### src/rtl/csg_pkg.sv
package csg_pkg;
  // Strobes issued by the control FSM to the datapath
  typedef struct packed {
    logic loadKey;
    logic stepBit;
    logic wrSector;
  } csgStrobe_t;

  typedef enum logic {
    ST_IDLE = 1'b0,
    ST_RUN  = 1'b1
  } csgState_t;
endpackage

### src/rtl/csg_key_check.sv
module csg_key_check #(
  parameter int MAX_LAYERS = 2,
  parameter int MAX_CIRC   = 4,
  parameter int MAX_SECT   = 4,
  localparam int CW = $clog2(MAX_CIRC + 1),
  localparam int NW = $clog2(MAX_SECT + 1),
  localparam int LW = $clog2(MAX_LAYERS + 1)
) (
  input  logic [LW-1:0]            layerCnt,
  input  logic [MAX_LAYERS*CW-1:0] keyCirc,
  input  logic [MAX_LAYERS*NW-1:0] keySect,
  input  logic [MAX_LAYERS*NW-1:0] keyRot,
  output logic                     keyOk
);
  logic [CW-1:0] cVal;
  logic [NW-1:0] nVal;
  logic [NW-1:0] rVal;

  always_comb begin
    keyOk = (layerCnt != '0) && (int'(layerCnt) <= MAX_LAYERS);
    cVal  = '0;
    nVal  = '0;
    rVal  = '0;
    for (int l = 0; l < MAX_LAYERS; l++) begin
      if (l < int'(layerCnt)) begin
        cVal = keyCirc[l*CW +: CW];
        nVal = keySect[l*NW +: NW];
        rVal = keyRot[l*NW +: NW];
        if (cVal == '0 || int'(cVal) > MAX_CIRC) keyOk = 1'b0;
        if (nVal == '0 || int'(nVal) > MAX_SECT) keyOk = 1'b0;
        if (rVal == '0 || rVal > nVal)           keyOk = 1'b0;
      end
    end
  end
endmodule

### src/rtl/csg_ctrl.sv
module csg_ctrl
  import csg_pkg::*;
(
  input  logic       clk,
  input  logic       rstN,
  input  logic       start,
  input  logic       keyOk,
  input  logic       lastBit,
  input  logic       outReady,
  input  logic       wrEn,
  output csgStrobe_t strobe,
  output logic       outValid,
  output logic       busy,
  output logic       frameDone,
  output logic       keyError
);
  csgState_t state;

  always_ff @(posedge clk) begin
    if (!rstN) begin
      state     <= ST_IDLE;
      frameDone <= 1'b0;
      keyError  <= 1'b0;
    end else begin
      frameDone <= 1'b0;
      case (state)
        ST_IDLE: begin
          if (start) begin
            keyError <= !keyOk;
            if (keyOk) state <= ST_RUN;
          end
        end
        ST_RUN: begin
          if (outReady && lastBit) begin
            state     <= ST_IDLE;
            frameDone <= 1'b1;
          end
        end
        default: state <= ST_IDLE;
      endcase
    end
  end

  always_comb begin
    strobe.loadKey  = (state == ST_IDLE) && start && keyOk;
    strobe.stepBit  = (state == ST_RUN) && outReady;
    strobe.wrSector = (state == ST_IDLE) && wrEn;
    outValid        = (state == ST_RUN);
    busy            = (state == ST_RUN);
  end
endmodule

### src/rtl/csg_datapath.sv
module csg_datapath
  import csg_pkg::*;
#(
  parameter int MAX_LAYERS = 2,
  parameter int MAX_CIRC   = 4,
  parameter int MAX_SECT   = 4,
  localparam int CW  = $clog2(MAX_CIRC + 1),
  localparam int NW  = $clog2(MAX_SECT + 1),
  localparam int LW  = $clog2(MAX_LAYERS + 1),
  localparam int CIW = (MAX_CIRC > 1) ? $clog2(MAX_CIRC) : 1,
  localparam int LIW = (MAX_LAYERS > 1) ? $clog2(MAX_LAYERS) : 1,
  localparam int SIW = (MAX_SECT > 1) ? $clog2(MAX_SECT) : 1
) (
  input  logic                     clk,
  input  logic                     rstN,
  input  csgStrobe_t               strobe,
  input  logic [LW-1:0]            layerCnt,
  input  logic [MAX_LAYERS*CW-1:0] keyCirc,
  input  logic [MAX_LAYERS*NW-1:0] keySect,
  input  logic [MAX_LAYERS*NW-1:0] keyRot,
  input  logic [MAX_LAYERS-1:0]    keyDir,
  input  logic [LIW-1:0]           wrLayer,
  input  logic [CIW-1:0]           wrCirc,
  input  logic [MAX_SECT-1:0]      wrData,
  output logic                     outBit,
  output logic                     lastBit
);
  // Sector rings
  logic [MAX_SECT-1:0] sect [MAX_LAYERS][MAX_CIRC];

  // Latched key
  logic [CW-1:0]         kc [MAX_LAYERS];
  logic [NW-1:0]         kn [MAX_LAYERS];
  logic [NW-1:0]         kr [MAX_LAYERS];
  logic [MAX_LAYERS-1:0] kd;
  logic [LW-1:0]         kcnt;
  logic [NW-1:0]         maxR;

  // Position counters
  logic [NW-1:0]  rot;
  logic [LIW-1:0] layIdx;
  logic [CIW-1:0] cirIdx;

  logic [NW-1:0]  rawMaxR;
  logic           hasNext;
  logic [LIW-1:0] nextLay;
  logic [LIW-1:0] firstNext;
  logic           cirLast;
  logic [NW-1:0]  sIdxWide;
  logic [SIW-1:0] sIdx;

  // Longest rotation count among the enabled layers of the incoming key
  always_comb begin
    rawMaxR = '0;
    for (int l = 0; l < MAX_LAYERS; l++) begin
      if (l < int'(layerCnt) && keyRot[l*NW +: NW] > rawMaxR)
        rawMaxR = keyRot[l*NW +: NW];
    end
  end

  // Next layer in this rotation, and first layer of the next rotation
  always_comb begin
    hasNext   = 1'b0;
    nextLay   = '0;
    firstNext = '0;
    for (int l = MAX_LAYERS - 1; l >= 0; l--) begin
      if (l > int'(layIdx) && l < int'(kcnt) && rot <= kr[l]) begin
        hasNext = 1'b1;
        nextLay = LIW'(l);
      end
      if (l < int'(kcnt) && ({1'b0, rot} + (NW+1)'(1)) <= {1'b0, kr[l]})
        firstNext = LIW'(l);
    end
  end

  assign cirLast = ((CW'(cirIdx) + CW'(1)) == kc[layIdx]);
  assign lastBit = cirLast && !hasNext && (rot == maxR);

  // Sector selection: ascending or descending with the rotation number
  assign sIdxWide = kd[layIdx] ? (kn[layIdx] - rot) : (rot - NW'(1));
  assign sIdx     = SIW'(sIdxWide);
  assign outBit   = sect[layIdx][cirIdx][sIdx];

  always_ff @(posedge clk) begin
    if (!rstN) begin
      for (int l = 0; l < MAX_LAYERS; l++) begin
        kc[l] <= '0;
        kn[l] <= '0;
        kr[l] <= '0;
        for (int c = 0; c < MAX_CIRC; c++) sect[l][c] <= '0;
      end
      kd     <= '0;
      kcnt   <= '0;
      maxR   <= '0;
      rot    <= '0;
      layIdx <= '0;
      cirIdx <= '0;
    end else begin
      if (strobe.wrSector && int'(wrLayer) < MAX_LAYERS && int'(wrCirc) < MAX_CIRC)
        sect[wrLayer][wrCirc] <= wrData;

      if (strobe.loadKey) begin
        for (int l = 0; l < MAX_LAYERS; l++) begin
          kc[l] <= keyCirc[l*CW +: CW];
          kn[l] <= keySect[l*NW +: NW];
          kr[l] <= keyRot[l*NW +: NW];
        end
        kd     <= keyDir;
        kcnt   <= layerCnt;
        maxR   <= rawMaxR;
        rot    <= NW'(1);
        layIdx <= '0;
        cirIdx <= '0;
      end else if (strobe.stepBit) begin
        if (!cirLast) begin
          cirIdx <= cirIdx + CIW'(1);
        end else begin
          cirIdx <= '0;
          if (hasNext) begin
            layIdx <= nextLay;
          end else begin
            rot    <= rot + NW'(1);
            layIdx <= firstNext;
          end
        end
      end
    end
  end
endmodule

### src/rtl/circ_seq_gen.sv
module circ_seq_gen
  import csg_pkg::*;
#(
  parameter int MAX_LAYERS = 2,
  parameter int MAX_CIRC   = 4,
  parameter int MAX_SECT   = 4,
  localparam int CW  = $clog2(MAX_CIRC + 1),
  localparam int NW  = $clog2(MAX_SECT + 1),
  localparam int LW  = $clog2(MAX_LAYERS + 1),
  localparam int CIW = (MAX_CIRC > 1) ? $clog2(MAX_CIRC) : 1,
  localparam int LIW = (MAX_LAYERS > 1) ? $clog2(MAX_LAYERS) : 1
) (
  input  logic                     clk,
  input  logic                     rstN,
  input  logic                     start,
  input  logic [LW-1:0]            layerCnt,
  input  logic [MAX_LAYERS*CW-1:0] keyCirc,
  input  logic [MAX_LAYERS*NW-1:0] keySect,
  input  logic [MAX_LAYERS*NW-1:0] keyRot,
  input  logic [MAX_LAYERS-1:0]    keyDir,
  input  logic                     wrEn,
  input  logic [LIW-1:0]           wrLayer,
  input  logic [CIW-1:0]           wrCirc,
  input  logic [MAX_SECT-1:0]      wrData,
  input  logic                     outReady,
  input  logic                     msgBit,
  output logic                     outValid,
  output logic                     seqBit,
  output logic                     encBit,
  output logic                     busy,
  output logic                     frameDone,
  output logic                     keyError
);
  csgStrobe_t strobe;
  logic       keyOk;
  logic       lastBit;
  logic       dpBit;

  csg_key_check #(
    .MAX_LAYERS(MAX_LAYERS), .MAX_CIRC(MAX_CIRC), .MAX_SECT(MAX_SECT)
  ) keychk_i (
    .layerCnt(layerCnt), .keyCirc(keyCirc), .keySect(keySect),
    .keyRot(keyRot), .keyOk(keyOk)
  );

  csg_ctrl ctrl_i (
    .clk(clk), .rstN(rstN), .start(start), .keyOk(keyOk),
    .lastBit(lastBit), .outReady(outReady), .wrEn(wrEn),
    .strobe(strobe), .outValid(outValid), .busy(busy),
    .frameDone(frameDone), .keyError(keyError)
  );

  csg_datapath #(
    .MAX_LAYERS(MAX_LAYERS), .MAX_CIRC(MAX_CIRC), .MAX_SECT(MAX_SECT)
  ) dp_i (
    .clk(clk), .rstN(rstN), .strobe(strobe), .layerCnt(layerCnt),
    .keyCirc(keyCirc), .keySect(keySect), .keyRot(keyRot), .keyDir(keyDir),
    .wrLayer(wrLayer), .wrCirc(wrCirc), .wrData(wrData),
    .outBit(dpBit), .lastBit(lastBit)
  );

  // Scrambler lane
  assign seqBit = outValid & dpBit;
  assign encBit = seqBit ^ msgBit;
endmodule

### config.mk
export PLATFORM = sky130hd
export DESIGN_NAME = circ_seq_gen
export DESIGN_NICKNAME = d
export VERILOG_FILES = /design/src/rtl/csg_pkg.sv /design/src/rtl/csg_key_check.sv /design/src/rtl/csg_ctrl.sv /design/src/rtl/csg_datapath.sv /design/src/rtl/circ_seq_gen.sv
export SDC_FILE = /design/constraint.sdc
export NUM_CORES = 1
export LEC_CHECK = 0
export ABC_CLOCK_PERIOD_IN_PS = 4200
export CAP_MARGIN = 10
export CORE_ASPECT_RATIO = 1.4
export CORE_MARGIN = 2
export CORE_UTILIZATION = 56
export DETAILED_ROUTE_END_ITERATION = 8
export GPL_ROUTABILITY_DRIVEN = 0
export PLACE_DENSITY = 0.8
export RECOVER_POWER = 25
export SYNTH_ARGS = -nofsm -noshare
export SYNTH_HDL_FRONTEND = slang
export SYNTH_SLANG_ARGS = --single-unit
### constraint.sdc
create_clock -name clk -period 4.2 [get_ports clk]
set_clock_uncertainty 0.2 [all_clocks]
set_input_delay 0.84 -clock clk [delete_from_list [all_inputs] [get_ports clk]]
set_output_delay 0.84 -clock clk [all_outputs]
set_load 0.03 [all_outputs]
==> impl_metrics.tcl <==
set metrics [dict create \
    status "finished clean" \
    leakagePower_uw 0.00157 \
    drive_gt1_share_pct 7.73 \
    numCtsBuffers 9 \
    cts.sinks 64 \
    min_to "ctrl_i.keyError" \
    vias 2478 \
    cts_hold_buf 0 \
    hp-class "reg2reg" \
    diodes 0 \
    grt_overflow 0 \
    layout-area-overhead-vs-synth_pct 17.7 \
    async_flop_share_pct 0 \
    rrSetupSlack_ps 1570 \
    synth-main-ff-cell "edfxtp_1" \
    cp-start-kind "flop" \
    synth_fp_nets 366 \
    portBuffers 40 \
    synth.distinct_cells 44 \
    vias_per_cell 5.71 \
    ys_ff_latch 64 \
    grt_max_degree 23 \
    setup_slack_ps 289 \
    grt_busiest_layer "met2" \
    tightest_slew_ps 756 \
    io_pins 41 \
    met2_usage_pct 42.9 \
    drc 0 \
    synth.avg_cell_area_um2 11.5 \
    ir_worst_vdd_uv 263 \
    clk_pin_slew_worst_paths_ps 60 \
    rr_startpoint "ctrl_i.busy" \
    power_density_mw_per_mm2 319 \
    min_period_ps 3910 \
    end_kind "output port" \
    clkLatencyLatePin_ps 340 \
    multi_input_area_mm2 0.00166 \
    p_seq_share_pct 54.4 \
    initial_core_util_pct 57.6 \
    synth-seq-area-share_pct 49.6 \
    pwr-share-comb_pct 13.5 \
    nets 414 \
    clkPwrFrac_pct 32.1 \
    utilization_pct 67.8 \
    track_usage_pct 23.5 \
    clockRootBuffer "clkbuf_8" \
    max_freq_mhz 256 \
    netlist_area_mm2 0.00355 \
    die_w_um 71.3 \
    worst-path-max-fanout 16 \
    drt_first_pass_iters 4 \
    switchingPower_uw 329 \
    core_area_mm2 0.00617 \
    fp-row-count 34 \
    maxSlewViolCount 0 \
    htree_levels 3 \
    use_met3_pct 5.37 \
    power_uw 1330 \
    hold_path_depth 2 \
    drt-wirelength-per-cell_um 17.0 \
    postCtsSetupRepairBufs 0 \
    dp_slack_ps 503 \
    rsz0062_at_grt "false" \
    die_area_mm2 0.00701 \
    synth_warnings 0 \
    cp.arrival_ps 2870 \
    setup_viol 0 \
    cts_resized 0 \
    whs_ps 293 \
    setup_tns_ps 0 \
    syn_inst 309 \
    cp.required_ps 3160 \
    worst-setup-path-type "reg2out" \
    reg2reg_depth 4 \
    finalWirelength_um 7390 \
    seq_area_mm2 0.00176 \
    clock_path_buffers 2 \
    antenna_found_initial 0 \
    dp_hpwl_um 5990 \
    synth-edff-count 48 \
    die_h_um 98.3 \
    maxCapViolCount 0 \
    final_antenna_net_count 0 \
    first_iter_violations 124 \
    hold_viol_final 0 \
    sw_frac_of_total_pct 24.7 \
    grt_use_met1_pct 24.0 \
    slew_headroom_pct 49.5 \
    fillers 480 \
    grt_pass1_wl_um 12200 \
    holdCritStartpoint "ctrl_i.keyError" \
    p_int_uw 1000 \
    r2r_end "dp_i.sect[0][13]" \
    cts_tree "done" \
    finalCritPeriodShare_pct 93.1 \
    first_global_vias 2580 \
]
-- worst max-delay path, stage by stage (launching register included) --
cell and delay, ps:
dfxtp_1 420, buf_4 310, mux2i_1 140, mux4_2 460
mux2_2 270, nand2_1 60, o211a_1 190, clkdlybuf4s50_1 680
-- placed cells by master (no fill, tap or decap), drive strengths merged, types with 2 or more instances in the layout --
cell type	instances
buf	7
dfxtp	16
a21oi	15
mux4	4
a32oi	2
xor2	5
clkbuf	13
inv	18
o21ai	14
nand2	8
nor2	15
o21a	3
nand3	4
o211a	2
clkdlybuf4s50	33
a311oi	2
clkinv	3
nor3	15
a31oi	4
dlygate4sd3	6
nor3b	2
nor2b	5
xnor2	10
ha	22
mux2i	27
nand2b	8
and2	36
edfxtp	48
a2111oi	2
-- cell usage after synthesis (2+ instances only) --
cell type  number  share of area [%]
a31oi_1         4               0.70
dfxtp_1        16                9.0
xnor2_1        10                2.5
clkbuf_1        6               0.63
nor3_1         14                2.0
ha_1           22                7.7
o211a_1         2               0.56
nand2_1         8               0.84
and2_1         36                6.3
nand2b_1        8                1.4
nor2b_1         5               0.88
a32oi_1         2               0.49
a311oi_1        2               0.49
o21ai_0        13                1.8
a2111oi_0       2               0.49
edfxtp_1       48                 41
nor2_1         15                1.6
mux4_2          4                2.5
inv_1          18                1.9
a21oi_1        15                2.1
nand3_1         4               0.56
nor3b_1         2               0.42
xor2_1          5                1.2
mux2i_1        26                7.3
o21a_1          3               0.63
-- sequential cells by signal, indices dropped and copies added (netlist names), named ones only --
name / flops
dp_i.kd: 2
dp_i.maxR: 3
dp_i.layIdx: 1
dp_i.kcnt: 1
dp_i.rot: 3
ctrl_i.busy: 1
dp_i.kn: 4
dp_i.cirIdx: 2
dp_i.kr: 6
dp_i.sect: 32
dp_i.kc: 6
ctrl_i.frameDone: 1
ctrl_i.keyError: 1
-- through the flow --
stage	area, um2	instances
floorplan	3550	309
global placement	4040	418
finish	4190	434
detailed placement	4040	418
global route	4190	434
CTS	4190	434
-- power by group through the flow --
stage	Combinational, uW	Sequential (uW)	Clock [uW]
after global routing	200	727	462
final	180	725	429
after floorplan	103	735	0
after global placement	176	739	0
after CTS	183	726	436
after detailed placement	182	739	0
-- how the worst max path moves through the flow --
| stage | start | cells past startpoint | slack (ps) | endpoint |
|---|---|---|---|---|
| after detailed placement | rstN | 7 | 500 | dp_i.sect[0][13] |
| final | flop | 7 | 290 | seqBit |
| after floorplan | flop | 9 | 600 | encBit |
| after global routing | rstN | 7 | 160 | dp_i.sect[0][14] |
| after global placement | rstN | 7 | 560 | dp_i.sect[0][12] |
| after CTS | flop | 7 | 280 | seqBit |
-- cell type report --
cell class                 count  share of cell area, %
sequential                    64                   42.1
multi-input combinational    217                   39.7
timing repair buffer          47                   10.7
clock buffer                  12                   3.23
tap                           72                   2.15
inverter                      18                   1.61
clock inverter                 4                  0.508
-- kinds of logic (layout without fill, tap and decap cells) --
logic type / Yosys count / in the layout / synth area share (%)
fa+ha+maj: 22 / 22 / 7.74
compound gates: 51 / 51 / 9.47
flops: 64 / 64 / 49.6
buf+inv: 28 / 81 / 3.63
simple gates: 97 / 97 / 15.1
mux: 32 / 32 / 10.8
xor+xnor: 15 / 15 / 3.70
-- routing by layer --
| layer | wire, um | up-vias |
|---|---|---|
| li1 | - | 1228 |
| met1 | 2550 | 1164 |
| met2 | 4210 | 61 |
| met3 | 302 | 25 |
| met4 | 326 | 0 |
| met5 | 0 | - |
No activity file was read; power rests on OpenSTA's default activity.
